### config.mk
export PLATFORM = sky130hd
export DESIGN_NAME = sonet_rx_b1_demux
export DESIGN_NICKNAME = d
export VERILOG_FILES = /design/src/rtl/sonet_rx_pkg.sv /design/src/rtl/sonet_rx_descr.sv /design/src/rtl/sonet_bip8_acc.sv /design/src/rtl/sonet_rx_lane_reg.sv /design/src/rtl/sonet_rx_b1_demux.sv
export SDC_FILE = /design/constraint.sdc
export NUM_CORES = 1
export LEC_CHECK = 0
export ABC_AREA = 1
export CAP_MARGIN = 20
export CORE_UTILIZATION = 67
export CTS_BUF_LIST = sky130_fd_sc_hd__clkbuf_4
export CTS_CLUSTER_DIAMETER = 100
export DETAILED_ROUTE_END_ITERATION = 10
export DONT_BUFFER_PORTS = 1
export PLACE_DENSITY = 0.88
export SYNTH_ARGS = -nofsm -noshare
export SYNTH_HDL_FRONTEND = slang
export SYNTH_SLANG_ARGS = --single-unit
### constraint.sdc
create_clock -name clk -period 14 [get_ports clk]
set_clock_uncertainty 0.05 [all_clocks]
set_input_delay 0.7 -clock clk [delete_from_list [all_inputs] [get_ports clk]]
set_output_delay 0.7 -clock clk [all_outputs]
set_load 0.02 [all_outputs]
### src/rtl/sonet_rx_pkg.sv
`timescale 1ns/1ps
// Package: types and helpers shared by the receive B1 / deinterleave block.
// Assumes a four-way byte interleave (STS-48 into four STS-12 lanes).
package sonet_rx_pkg;
    localparam int LANES = 4;
    localparam int LANE_W = $clog2(LANES);

    typedef logic [7:0] byte_t;

    // Number of set bits in a byte.
    function automatic logic [3:0] ones8(input byte_t b);
        logic [3:0] n;
        n = '0;
        for (int i = 0; i < 8; i++) n = n + {3'b000, b[i]};
        return n;
    endfunction
endpackage

### src/rtl/sonet_rx_descr.sv
`timescale 1ns/1ps
// Frame-synchronous descrambler key generator.
// Produces the key byte for the byte at frame position pos_cur.
// Positions below UNSCR_BYTES get a zero key. The 7-bit state is loaded
// with all ones for the first scrambled position.
// Assumes step is high only for accepted bytes and UNSCR_BYTES >= 1.
module sonet_rx_descr #(
    parameter int POS_W       = 16,
    parameter int UNSCR_BYTES = 144
) (
    input  logic             clk,
    input  logic             rst_n,
    input  logic             step,
    input  logic [POS_W-1:0] pos_cur,
    output logic [7:0]       key
);
    logic [6:0] state_q;
    logic [6:0] state_adv;
    logic [7:0] key_raw;
    logic       clear_zone;

    assign clear_zone = (pos_cur < POS_W'(UNSCR_BYTES));

    // Run the key sequence for 8 steps, MSB first.
    always_comb begin
        logic [6:0] s;
        s = state_q;
        for (int i = 0; i < 8; i++) begin
            key_raw[7-i] = s[6];
            s = {s[5:0], s[6] ^ s[5]};
        end
        state_adv = s;
    end

    assign key = clear_zone ? 8'h00 : key_raw;

    // Hold the seed through the unscrambled zone, else advance one byte.
    always_ff @(posedge clk) begin
        if (!rst_n)    state_q <= 7'h7F;
        else if (step) state_q <= clear_zone ? 7'h7F : state_adv;
    end
endmodule

### src/rtl/sonet_bip8_acc.sv
`timescale 1ns/1ps
// BIP-8 accumulator with a per-frame snapshot.
// On a frame-start byte it stores the finished parity and restarts with that byte.
// Assumes start is only high together with en.
module sonet_bip8_acc (
    input  logic       clk,
    input  logic       rst_n,
    input  logic       en,
    input  logic       start,
    input  logic [7:0] din,
    output logic [7:0] last_bip
);
    logic [7:0] acc_q;

    // Accumulate; at a frame boundary, snapshot and restart.
    always_ff @(posedge clk) begin
        if (!rst_n) begin
            acc_q    <= '0;
            last_bip <= '0;
        end else if (en) begin
            if (start) begin
                last_bip <= acc_q;
                acc_q    <= din;
            end else begin
                acc_q <= acc_q ^ din;
            end
        end
    end
endmodule

### src/rtl/sonet_rx_lane_reg.sv
`timescale 1ns/1ps
// Output register of one tributary: holds the byte and its odd parity.
// Assumes load pulses once per byte routed to this lane.
module sonet_rx_lane_reg (
    input  logic       clk,
    input  logic       rst_n,
    input  logic       load,
    input  logic [7:0] din,
    output logic [7:0] dout,
    output logic       par
);
    // Capture the byte and its odd-parity bit.
    always_ff @(posedge clk) begin
        if (!rst_n) begin
            dout <= '0;
            par  <= 1'b0;
        end else if (load) begin
            dout <= din;
            par  <= ~^din;
        end
    end
endmodule

### src/rtl/sonet_rx_b1_demux.sv
`timescale 1ns/1ps
// Receive B1 checker and four-way deinterleaver (top).
// Tracks the frame position from in_sof and runs on between markers.
// Checks the descrambled B1 against the parity of the previous scrambled frame.
// Descrambles the stream and routes it to four lanes with odd parity.
// Rebuilds the lane-0 B1 with the aggregate error pattern folded in.
// Assumes B1_POS is a nonzero multiple of 4, below FRAME_BYTES and >= UNSCR_BYTES.
module sonet_rx_b1_demux
    import sonet_rx_pkg::*;
#(
    parameter int FRAME_BYTES = 38880,
    parameter int UNSCR_BYTES = 144,
    parameter int B1_POS      = 4320,
    parameter int CNT_W       = 16
) (
    input  logic                   clk,
    input  logic                   rst_n,
    input  logic                   in_valid,
    input  logic                   in_sof,
    input  logic [7:0]             in_data,
    output logic [LANES-1:0]       out_stb,
    output logic [8*LANES-1:0]     out_data,
    output logic [LANES-1:0]       out_par,
    output logic                   b1_err,
    output logic [CNT_W-1:0]       b1_err_cnt
);
    localparam int POS_W = $clog2(FRAME_BYTES);
    localparam logic [POS_W-1:0] LAST_POS = POS_W'(FRAME_BYTES - 1);
    localparam logic [POS_W-1:0] B1_AT    = POS_W'(B1_POS);
    localparam logic [CNT_W:0]   CNT_MAX  = {1'b0, {CNT_W{1'b1}}};

    logic             in_frame_q;
    logic             prev_ok_q;
    logic [POS_W-1:0] pos_q;
    logic [POS_W-1:0] pos_cur;
    logic             accept;
    logic             frame_start;
    logic             aligned;
    logic             at_b1;
    logic             check_now;
    logic [7:0]       key;
    logic [7:0]       plain;
    logic [7:0]       agg_bip;
    logic [7:0]       trib_bip;
    logic [7:0]       mism;
    logic [7:0]       lane_byte;
    logic [LANES-1:0] lane_ld;
    logic [CNT_W:0]   cnt_sum;

    assign accept      = in_valid && (in_sof || in_frame_q);
    assign pos_cur     = in_sof ? '0 : pos_q;
    assign frame_start = accept && (pos_cur == '0);
    assign aligned     = in_frame_q && (pos_q == '0);
    assign at_b1       = accept && (pos_cur == B1_AT);
    assign check_now   = at_b1 && prev_ok_q;

    // Frame position, lock state and previous-frame validity.
    always_ff @(posedge clk) begin
        if (!rst_n) begin
            in_frame_q <= 1'b0;
            pos_q      <= '0;
            prev_ok_q  <= 1'b0;
        end else if (accept) begin
            in_frame_q <= 1'b1;
            pos_q      <= (pos_cur == LAST_POS) ? '0 : pos_cur + 1'b1;
            if (frame_start) prev_ok_q <= aligned;
        end
    end

    sonet_rx_descr #(.POS_W(POS_W), .UNSCR_BYTES(UNSCR_BYTES)) descr_i (
        .clk(clk), .rst_n(rst_n), .step(accept), .pos_cur(pos_cur), .key(key)
    );

    sonet_bip8_acc agg_bip_i (
        .clk(clk), .rst_n(rst_n), .en(accept), .start(frame_start),
        .din(in_data), .last_bip(agg_bip)
    );

    sonet_bip8_acc trib_bip_i (
        .clk(clk), .rst_n(rst_n), .en(accept && (pos_cur[LANE_W-1:0] == '0)),
        .start(frame_start), .din(in_data), .last_bip(trib_bip)
    );

    assign plain     = in_data ^ key;
    assign mism      = agg_bip ^ plain;
    assign lane_byte = check_now ? (trib_bip ^ mism) : plain;
    assign cnt_sum   = {1'b0, b1_err_cnt} + (CNT_W+1)'(ones8(mism));

    // Alarm pulse and saturating bit-error count.
    always_ff @(posedge clk) begin
        if (!rst_n) begin
            b1_err     <= 1'b0;
            b1_err_cnt <= '0;
        end else begin
            b1_err <= check_now && (mism != 8'h00);
            if (check_now && (mism != 8'h00))
                b1_err_cnt <= (cnt_sum > CNT_MAX) ? CNT_MAX[CNT_W-1:0] : cnt_sum[CNT_W-1:0];
        end
    end

    // Lane strobes, one cycle after the accepted byte.
    always_ff @(posedge clk) begin
        if (!rst_n) out_stb <= '0;
        else        out_stb <= lane_ld;
    end

    for (genvar k = 0; k < LANES; k++) begin : g_lane
        assign lane_ld[k] = accept && (pos_cur[LANE_W-1:0] == LANE_W'(k));
        sonet_rx_lane_reg lane_i (
            .clk(clk), .rst_n(rst_n), .load(lane_ld[k]), .din(lane_byte),
            .dout(out_data[8*k +: 8]), .par(out_par[k])
        );
    end
endmodule

==> results of run 1 <==
-- worst paths after layout --
check                  from  cells past startpoint  slack [ps]                 end
setup / recovery  pos_q[10]                     25        7870       b1_err_cnt[0]
hold reg to reg    pos_q[0]                      2         420            pos_q[0]
setup reg to reg  pos_q[10]                     25        7870       b1_err_cnt[0]
hold / removal        rst_n                      1         220  descr_i.state_q[0]
-- through the flow --
stage	cells	util	hold slack, ps	power (µW)
6_report	995	0.736	219	705
5_1_grt	995	0.736	162	735
4_1_cts	993	0.732	179	703
3_5_place_dp	961	0.699	408	447
3_3_place_gp	961	0.699	406	442
2_1_floorplan	895	-	395	430
-- Yosys cell counts --
| cell | instances |
|---|---|
| nand2_1 | 203 |
| dfxtp_1 | 114 |
| inv_1 | 104 |
| nand3_1 | 79 |
| a21oi_1 | 65 |
| o21ai_0 | 55 |
| nor2_1 | 45 |
| clkbuf_1 | 30 |
| nor3_1 | 30 |
| o211ai_1 | 21 |
| nand2_2 | 18 |
| xor2_1 | 15 |
| a21oi_2 | 10 |
| ha_1 | 10 |
| nand3_2 | 9 |
| o21ai_1 | 9 |
| xnor2_1 | 9 |
| a22oi_1 | 8 |
| nand4_1 | 7 |
| buf_6 | 6 |
| nor4_1 | 6 |
| fa_1 | 5 |
| buf_4 | 4 |
| clkinv_1 | 4 |
| inv_2 | 4 |
| o21a_1 | 4 |
| buf_1 | 3 |
| nand3b_1 | 2 |
| nand4_2 | 2 |
| a21boi_4 | 1 |
| a32oi_1 | 1 |
| and2_4 | 1 |
| and3_1 | 1 |
| inv_4 | 1 |
| nand2_4 | 1 |
| nand3_4 | 1 |
| nor2_2 | 1 |
| nor2_4 | 1 |
| nor3_4 | 1 |
| nor3b_2 | 1 |
| o211ai_2 | 1 |
| o22ai_1 | 1 |
| or2_2 | 1 |
-- kinds of logic (layout without fill, tap and decap cells) --
logic type                 after synthesis  after routing  share of synthesized area
DFF                                    114            114                      0.363
buffers and inverters                  156            148                      0.103
xor gates and xnor gates                24             24                     0.0334
adders and majority gates               15             15                     0.0358
and+or+nand+nor                        410            410                      0.302
AOI/OAI and AO/OA                      176            176                      0.163
-- power by group --
| part | internal [µW] | switching [µW] | total, µW |
|---|---|---|---|
| sequential | 336 | 13.7 | 350 |
| combinational | 32.3 | 61.4 | 93.7 |
| clock | 111 | 149 | 261 |
-- area by class of cell --
| cell class | count | area, µm² | area share |
|---|---|---|---|
| Sequential cell | 114 | 2280 | 0.349 |
| Timing Repair Buffer | 3 | 42.5 | 0.00650 |
| Clock inverter | 15 | 174 | 0.0266 |
| Inverter | 113 | 427 | 0.0652 |
| Tap cell | 108 | 135 | 0.0206 |
| Multi-Input combinational cell | 625 | 3360 | 0.513 |
| Clock buffer | 17 | 128 | 0.0195 |
-- routing by layer --
layer  wire length [µm]  vias to the layer above  track usage
li1                   -                     2910            -
met1               6350                     2683        0.421
met2               7430                      290        0.542
met3               1420                       46       0.0887
met4                488                        0        0.156
met5                  0                        -            0
-- sequential cells by signal, summed over array words and instances, names as in the netlist --
signal and count:
g_lane.lane_i.dout 32, b1_err_cnt 16, pos_q 16, agg_bip_i.acc_q 8, agg_bip_i.last_bip 8, trib_bip_i.acc_q 8
trib_bip_i.last_bip 8, descr_i.state_q 7, g_lane.lane_i.par 4, out_stb 4, b1_err 1, in_frame_q 1
prev_ok_q 1
-- layout by cell type, fill, tap and decap left out, types with 6 or more instances in the layout --
master	Yosys	routed
clkbuf_4	0	17
a22oi_1	8	8
o21ai_0	55	55
inv_1	104	104
nand4_1	7	7
nand3_1	79	79
dfxtp_1	114	114
xor2_1	15	15
nand3_2	9	9
nor2_1	45	45
o21ai_1	9	9
a21oi_2	10	10
nand2_2	18	18
o211ai_1	21	21
nor3_1	30	30
nor4_1	6	6
ha_1	10	10
xnor2_1	9	9
nand2_1	203	203
a21oi_1	65	65
-- worst max-delay path, delay by kind of cell (launching register included) --
kind / cells / cell delay (ps)
compound gates: 2 / 580
fa+ha+maj: 5 / 2300
buf+inv: 2 / 100
flops: 1 / 440
simple gates: 16 / 2580
==> results.sh, run 1 <==
export IMPL_grt_start_max_net_pins=82
export IMPL_cts_path_max_buffers=2
export IMPL_status="complete, no violations"
export IMPL_slew_headroom=0.325
export IMPL_crit_path_max_incr_delay_ps=490
export IMPL_clk_latency_ps=530
export IMPL_drive_gt1_frac=0.100
export IMPL_hold_buffers=0
export IMPL_avgSynthCellArea_um2=7.03
export IMPL_final_nets=901
export IMPL_hold_viol_final=0
export IMPL_die_area_um2=9780
export IMPL_coreArea_um2=8890
export IMPL_crit_fanout=25
export IMPL_synth_fp_nets=922
export IMPL_rsz0062_at_grt="false"
export IMPL_max_freq_ghz=0.163
export IMPL_min_period_ps=6130
export IMPL_cp_arrival_ps=6510
export IMPL_setup_viol=0
export IMPL_cpMostUsedCell="nand2_1"
export IMPL_cts_made_buffers=17
export IMPL_drc=0
export IMPL_syn_area_um2=6290
export IMPL_antenna_found_initial=0
export IMPL_die_height_um=98.9
export IMPL_track_usage=0.336
export IMPL_syn_inst=895
export IMPL_yosysTopAreaCell="dfxtp_1"
export IMPL_vias=5929
export IMPL_worst_setup_path_end_kind="flip-flop"
export IMPL_dp_hpwl_um=10800
export IMPL_antenna_left=0
export IMPL_post_cts_buffers=0
export IMPL_start_util=0.707
export IMPL_yosysWarnings=0
export IMPL_crit_path_top_delay_cell="fa_1"
export IMPL_place_area_um2=6210
export IMPL_place_ws_ps=7560
export IMPL_fillers=706
export IMPL_port_buffers=0
export IMPL_synth_seq_area_share=0.363
export IMPL_fp_dieW_um=98.9
export IMPL_grt_pass1_wl_um=26200
export IMPL_worstMarginPinSlew_ps=1010
export IMPL_fin_crit_sh=0.438
export IMPL_io_pins=69
export IMPL_fin_ws_ps=7870
export IMPL_gp_routability_congestion=0.905
export IMPL_synth_cell_type_count=43
export IMPL_cts_root_buf="clkbuf_4"
export IMPL_syn2layout_area_growth_pct=4.10
export IMPL_ys_top_cells_by_area="dfxtp_1, nand2_1, nand3_1"
export IMPL_ir_drop_mv=0.0835
export IMPL_first_iter_violations=485
export IMPL_cp_data_required_time_ps=14380
export IMPL_path_clk_slew_ps=120
export IMPL_htreeDepth=4
export IMPL_leakage_uw=0.00276
export IMPL_start_kind="flip-flop"
export IMPL_cts_tree="done"
export IMPL_first_global_vias=5649
export IMPL_setup_tns_ps=0
export IMPL_hold_path_class="in2reg"
export IMPL_cts_sinks=114
export IMPL_synth_top_area_share=0.363
export IMPL_wl_per_cell_um=15.8
export IMPL_drt_total_wl_um=15700
export IMPL_power_density_nw_per_um2=108
export IMPL_report_final_slew_viol_count=0
export IMPL_antennaDiodeCount=0
export IMPL_ys_ff_latch=114
export IMPL_grt_overflow=0
export IMPL_critPathKind="reg2reg"
export IMPL_row_count=34
export IMPL_drv_cap=0
export IMPL_first_pass_iters=7
export IMPL_viasPerCell=5.96
export IMPL_final_cell_area_um2=6550
export IMPL_post_cts_resized=0
Note: power is estimated with default switching activity, not from simulation.
==> run 2: changes to the inputs <==
--- a/config.mk
+++ b/config.mk
@@ -5,14 +5,14 @@
 export SDC_FILE = /design/constraint.sdc
 export NUM_CORES = 1
 export LEC_CHECK = 0
-export ABC_AREA = 1
+export ABC_AREA = 0
 export CAP_MARGIN = 20
-export CORE_UTILIZATION = 67
+export CORE_UTILIZATION = 66
 export CTS_BUF_LIST = sky130_fd_sc_hd__clkbuf_4
 export CTS_CLUSTER_DIAMETER = 100
 export DETAILED_ROUTE_END_ITERATION = 10
 export DONT_BUFFER_PORTS = 1
-export PLACE_DENSITY = 0.88
+export PLACE_DENSITY = 0.87
 export SYNTH_ARGS = -nofsm -noshare
 export SYNTH_HDL_FRONTEND = slang
 export SYNTH_SLANG_ARGS = --single-unit
==> constraint.sdc (replaced) <==
create_clock -name clk -period 6.4 [get_ports clk]
set_clock_uncertainty 0.05 [all_clocks]
set_input_delay 0.32 -clock clk [delete_from_list [all_inputs] [get_ports clk]]
set_output_delay 0.32 -clock clk [all_outputs]
set_load 0.02 [all_outputs]
==> run 2 against run 1 <==
Compared with the run above: non-clock buffer count rose by 19; cell count decreased by 15%; critical path depth fell by 5; synthesized cell count down 18%; sequential cell count unchanged; highest routed layer unchanged.
==> results.sh, run 2 <==
export IMPL_synth_top_area_share=0.387
export IMPL_crit_path_max_incr_delay_ps=610
export IMPL_synthArstFlopShare=0
export IMPL_drt_total_wl_um=14900
export IMPL_avgSynthCellArea_um2=8.02
export IMPL_final_util=0.723
export IMPL_io_pins=69
export IMPL_cp_arrival_ps=6140
export IMPL_cpMostUsedCell="fa_1"
export IMPL_start_kind="flip-flop"
export IMPL_track_usage=0.327
export IMPL_syn_inst=735
export IMPL_report_final_slew_viol_count=0
export IMPL_antenna_found_initial=0
export IMPL_slew_headroom=0.280
export IMPL_ys_ff_latch=114
export IMPL_layout_commonest_cell="nand2_1"
export IMPL_max_freq_ghz=0.174
export IMPL_instances_no_fill=845
export IMPL_drc=0
export IMPL_most_common_layout_cells="nand2_1, dfxtp_1, a21oi_1, xnor2_1, nor2_1"
export IMPL_fin_ws_ps=665
export IMPL_first_iter_violations=343
export IMPL_critPathTopFamily="adder cells"
export IMPL_r2r_cells=20
export IMPL_crit_path_top_delay_cell="nor4_4"
export IMPL_worst_setup_path_end_kind="flip-flop"
export IMPL_synth_fp_nets=762
export IMPL_vias=5354
export IMPL_yosysTopAreaCell="dfxtp_1"
export IMPL_grt_pass1_wl_um=23000
export IMPL_die_area_um2=9310
export IMPL_startpoint="pos_q[15]"
export IMPL_antennaDiodeCount=0
export IMPL_worstMarginPinSlew_ps=1080
export IMPL_cts_path_max_buffers=2
export IMPL_gp_routability_congestion=0.906
export IMPL_reg_largest_list="g_lane.lane_i.dout x32, b1_err_cnt x16, pos_q x16"
export IMPL_crit_end="b1_err_cnt[7]"
export IMPL_cts_made_buffers=17
export IMPL_htreeDepth=4
export IMPL_synth_cell_type_count=60
export IMPL_cts_sinks=114
export IMPL_cp_data_required_time_ps=6800
export IMPL_status="complete, no violations"
export IMPL_grt_overflow=0
export IMPL_cts_tree="done"
export IMPL_clk_latency_ps=540
export IMPL_worst_path_stages=20
export IMPL_synth_seq_area_share=0.387
export IMPL_min_period_ps=5740
export IMPL_ff2ff_setup_slack_ps=660
export IMPL_yosysWarnings=0
export IMPL_final_nets=752
export IMPL_wl_per_cell_um=17.6
export IMPL_final_cell_area_um2=6280
export IMPL_setup_viol=0
export IMPL_fin_crit_sh=0.896
export IMPL_ys_top_cells_by_area="dfxtp_1, nand2_1, xnor2_1"
export IMPL_worstReg2RegEnd="b1_err_cnt[7]"
export IMPL_dp_hpwl_um=9750
export IMPL_first_global_vias=4910
export IMPL_port_buffers=0
export IMPL_antenna_left=0
export IMPL_regMostFlops="g_lane.lane_i.dout"
export IMPL_die_height_um=96.5
export IMPL_ir_drop_mv=0.260
export IMPL_rsz0062_at_grt="false"
export IMPL_grt_start_max_net_pins=104
export IMPL_coreArea_um2=8680
export IMPL_crit_fanout=12
export IMPL_dp_cells=797
export IMPL_power_density_nw_per_um2=229
export IMPL_place_area_um2=5840
export IMPL_syn_area_um2=5890
export IMPL_setup_tns_ps=0
export IMPL_syn2layout_area_growth_pct=6.47
export IMPL_largest_reg_flops=32
export IMPL_start_util=0.679
export IMPL_drive_gt1_frac=0.0801
export IMPL_synth_edff_count=0
export IMPL_first_pass_iters=9
export IMPL_path_clk_slew_ps=110
export IMPL_row_count=34
export IMPL_hold_viol_final=0
export IMPL_fp_dieW_um=96.5
export IMPL_critPathKind="reg2reg"
export IMPL_synth_main_ff_cell="dfxtp_1"
export IMPL_viasPerCell=6.34
export IMPL_seqCellArea_um2=2280
export IMPL_synth_most_common_cell="nand2_1"
export IMPL_multiInputGateArea_um2=3310
export IMPL_leakage_uw=0.00222
export IMPL_cts_root_buf="clkbuf_4"
export IMPL_crit_buf_inv=4
export IMPL_synth_common_cells="nand2_1, dfxtp_1, a21oi_1"
export IMPL_drv_cap=0
export IMPL_fillers=647
export IMPL_worstPathCellList="nor4_4 > a31oi_2 > nand2_1 > xor2_1 > fa_1 > inv_1 > fa_1 > inv_1 > fa_1 > fa_1 > fa_1 > nor2b_1 > o21ai_0 > a2111oi_0 > buf_4 > nand4_1 > buf_4 > o21ai_0 > a21oi_1 > a211oi_1"
export IMPL_r2r_start="pos_q[15]"
export IMPL_hold_path_class="in2reg"
export IMPL_place_ws_ps=429
## run 2: report_power, final
part | switching (µW) | leakage (µW) | internal [µW]
clock | 300 | 0.000132 | 233
sequential | 17.3 | 0.000923 | 725
combinational | 102 | 0.00117 | 62.6
total | 419 | 0.00222 | 1020
## run 2: kinds of logic (layout without fill, tap and decap cells)
family,count (synthesis),after routing,synth area share
flip-flops,114,114,0.387
adder cells (fa/ha/maj),15,15,0.0382
XOR/XNOR,72,72,0.112
AND/OR/NAND/NOR,317,317,0.257
buffers and inverters,71,73,0.0512
AO/OA/AOI/OAI,146,146,0.155
## run 2: worst min-delay path by stage
stage                   start                 end  slack, ps  cells past startpoint
floorplan           prev_ok_q           prev_ok_q        380                      2
global placement        rst_n  descr_i.state_q[4]        340                      1
CTS                    in_sof           prev_ok_q         80                      4
detailed placement      rst_n  descr_i.state_q[6]        340                      1
global route           in_sof            pos_q[1]          4                      3
finish                 in_sof            pos_q[1]         40                      3
## run 2: repair_timing
action	4_1_cts	5_1_grt
endpoints found under the setup margin	0	2
hold buffers	10	0
gates resized for setup	0	0
setup buffers	0	4
hold endpoints to repair	33	0
## run 2: cell type report
class,count,share of cell area
Sequential cell,114,0.364
Clock inverter,13,0.0217
Tap cell,108,0.0215
Timing Repair Buffer,22,0.0315
Multi-Input combinational cell,550,0.528
Clock buffer,18,0.0215
Inverter,20,0.0120
## run 2: per-stage QoR
| step | hold slack [ps] | power [µW] |
|---|---|---|
| after floorplan | 377 | 881 |
| after global placement | 335 | 902 |
| after detailed placement | 339 | 910 |
| after CTS | 79.2 | 1440 |
| after global routing | 3.61 | 1500 |
| final | 42.7 | 1440 |
## run 2: worst min-delay path: stages
cell	delay, ps
o21ai_0	100
nand2_1	100
a21oi_1	60
## run 2: per-layer routing
metal	GRT usage	vias up	share of wire	wire length [µm]
met1	0.371	2511	0.39	5760
met2	0.553	311	0.48	7200
met5	0	-	0	0
met4	0.170	0	0.040	592
met3	0.0955	64	0.091	1350
li1	-	2468	-	-
==> run 3: changes to the inputs <==
--- a/config.mk
+++ b/config.mk
@@ -7,12 +7,14 @@
 export LEC_CHECK = 0
 export ABC_AREA = 0
 export CAP_MARGIN = 20
-export CORE_UTILIZATION = 66
+export CORE_UTILIZATION = 50
 export CTS_BUF_LIST = sky130_fd_sc_hd__clkbuf_4
 export CTS_CLUSTER_DIAMETER = 100
 export DETAILED_ROUTE_END_ITERATION = 10
 export DONT_BUFFER_PORTS = 1
-export PLACE_DENSITY = 0.87
+export PLACE_DENSITY = 0.7
+export SKIP_LAST_GASP = 1
 export SYNTH_ARGS = -nofsm -noshare
 export SYNTH_HDL_FRONTEND = slang
+export SYNTH_HIERARCHICAL = 1
 export SYNTH_SLANG_ARGS = --single-unit
==> run 3 against run 2 <==
Compared with the run above: first-iteration DRC count shrank 2.9%; clock power grew 10%; via count shrank 3.8%; sequential power is essentially flat; maximum frequency shrank 4.3%; critical path type unchanged.
==> results.sh, run 3 <==
export IMPL_status="complete, no violations"
export IMPL_coreArea_um2=12700
export IMPL_htreeDepth=4
export IMPL_largest_reg_flops=32
export IMPL_report_final_slew_viol_count=0
export IMPL_dp_cells=847
export IMPL_start_util=0.516
export IMPL_grt_overflow=0
export IMPL_drv_cap=0
export IMPL_drc=0
export IMPL_fillers=1122
export IMPL_hold_viol_final=0
export IMPL_antenna_found_initial=1
export IMPL_final_nets=732
export IMPL_grt_pass1_wl_um=23500
export IMPL_ir_drop_mv=0.0897
export IMPL_setup_viol=0
export IMPL_die_area_um2=13500
export IMPL_fin_crit_sh=0.936
export IMPL_crit_path_max_incr_delay_ps=620
export IMPL_start_kind="flip-flop"
export IMPL_fp_dieW_um=116
export IMPL_reg_largest_list="g_lane.lane_i/dout x32, b1_err_cnt x16, pos_q x16"
export IMPL_grt_start_max_net_pins=79
export IMPL_cts_sinks=114
export IMPL_cts_path_max_buffers=2
export IMPL_synth_fp_nets=730
export IMPL_cts_root_buf="clkbuf_4"
export IMPL_hold_path_class="in2reg"
export IMPL_io_pins=69
export IMPL_vias=5153
export IMPL_cts_made_buffers=17
export IMPL_cpMostUsedCell="fa_1"
export IMPL_gp_routability_congestion=0.958
export IMPL_worst_setup_path_end_kind="flip-flop"
export IMPL_most_common_layout_cells="dfxtp_1, nor2b_1, xnor2_1, nand2_1, mux2i_1"
export IMPL_yosysWarnings=6
export IMPL_dp_hpwl_um=9710
export IMPL_antenna_left=0
export IMPL_regMostFlops="g_lane.lane_i/dout"
export IMPL_cts_tree="done"
export IMPL_critPathKind="reg2reg"
export IMPL_avgSynthCellArea_um2=9.31
export IMPL_drive_gt1_frac=0.0989
export IMPL_leakage_uw=0.00245
export IMPL_power_uw=1530
export IMPL_wl_per_cell_um=16.5
export IMPL_syn_area_um2=6540
export IMPL_syn2layout_area_growth_pct=7.63
export IMPL_first_pass_iters=5
export IMPL_die_height_um=116
export IMPL_worstPathCellList="nor2b_1 > o31ai_1 > and3_1 > nor2_1 > xnor3_1 > fa_1 > fa_1 > fa_1 > inv_1 > fa_1 > inv_1 > fa_1 > nor2b_1 > o221ai_1 > nor4_1 > buf_4 > nand2b_1 > o311a_1"
export IMPL_cp_arrival_ps=6370
export IMPL_first_global_vias=4716
export IMPL_instances_no_fill=891
export IMPL_clk_latency_ps=540
export IMPL_path_clk_slew_ps=110
export IMPL_crit_buf_inv=3
export IMPL_max_freq_ghz=0.167
export IMPL_crit_fanout=15
export IMPL_min_period_ps=5990
export IMPL_cp_data_required_time_ps=6780
export IMPL_slew_headroom=0.223
export IMPL_worstMarginPinSlew_ps=1160
export IMPL_power_density_nw_per_um2=217
export IMPL_port_buffers=0
export IMPL_row_count=41
export IMPL_crit_path_top_delay_cell="o221ai_1"
export IMPL_syn_inst=703
export IMPL_drt_total_wl_um=14700
export IMPL_track_usage=0.226
export IMPL_viasPerCell=5.78
export IMPL_layout_commonest_cell="dfxtp_1"
export IMPL_first_iter_violations=333
export IMPL_critPathTopFamily="adder cells"
-- run 3: cell count changes in the layout (fill, tap and decap cells not counted), sizes merged, moves of 6 or more --
cell	delta
nand2	-107
nor2b	+51
mux2i	+40
a21oi	-38
a21bo	+16
o21a	+14
nor2	-13
o21ai	-12
a22oi	+9
o32ai	+9
o22ai	+7
a311oi	-6
o32a	+6
xnor3	+6
-- run 3: where the power goes --
group	switching (µW)	internal, µW	leakage [µW]
clock network	307	280	0.000156
logic	111	87.9	0.00137
registers	19.0	725	0.000923
-- run 3: path summary, 6_finish.rpt --
path              depth (start not counted)                start             endpoint  slack, ps
setup / recovery                         18             pos_q[7]        b1_err_cnt[4]        410
hold / removal                            3             in_valid           out_stb[0]         70
setup reg to reg                         18             pos_q[7]        b1_err_cnt[4]        410
hold reg to reg                           2  trib_bip_i/acc_q[2]  trib_bip_i/acc_q[2]        450
-- run 3: worst register-to-register path: cells and delay by family (launching register included) --
family / cells / cell delay, ps
flip-flops: 1 / 430
buffers and inverters: 3 / 330
AND/OR/NAND/NOR: 6 / 1330
XOR/XNOR: 1 / 480
adder cells (fa/ha/maj): 5 / 2210
AO/OA/AOI/OAI: 3 / 1060
-- run 3: per-layer routing --
metal,vias to the layer above,GRT usage,part of all wire
met3,20,0.0747,0.069
met4,0,0.0863,0.020
li1,2508,-,-
met1,2452,0.285,0.44
met5,-,0,0
met2,173,0.357,0.47
-- run 3: repair_timing --
action,4_1_cts,5_1_grt
setup buffers,0,0
resized for setup,0,1
hold buffers,10,0
hold endpoints to repair,85,0
endpoints found under the setup margin,0,1
-- run 3: layout make-up --
cell class / count / area (µm²) / share of cell area
diodes: 1 / 2.50 / 0.000355
inverters: 21 / 78.8 / 0.0112
flip-flops and latches: 114 / 2280 / 0.324
multi-input cells: 532 / 3970 / 0.563
clock buffers: 18 / 135 / 0.0192
well taps: 172 / 215 / 0.0306
clock inverters: 14 / 178 / 0.0252
repair buffers: 19 / 185 / 0.0263
-- run 3: metrics by stage --
step	hold slack [ps]	setup TNS (ps)	setup WS (ps)	area, µm²	utilization
2_1_floorplan	398	0	585	6540	-
3_5_place_dp	413	0	525	6600	0.521
4_1_cts	14.3	0	487	7030	0.555
6_report	65.6	0	410	7040	0.556
5_1_grt	19.4	-12.1	-12.1	7040	0.556
3_3_place_gp	406	0	678	6600	0.521
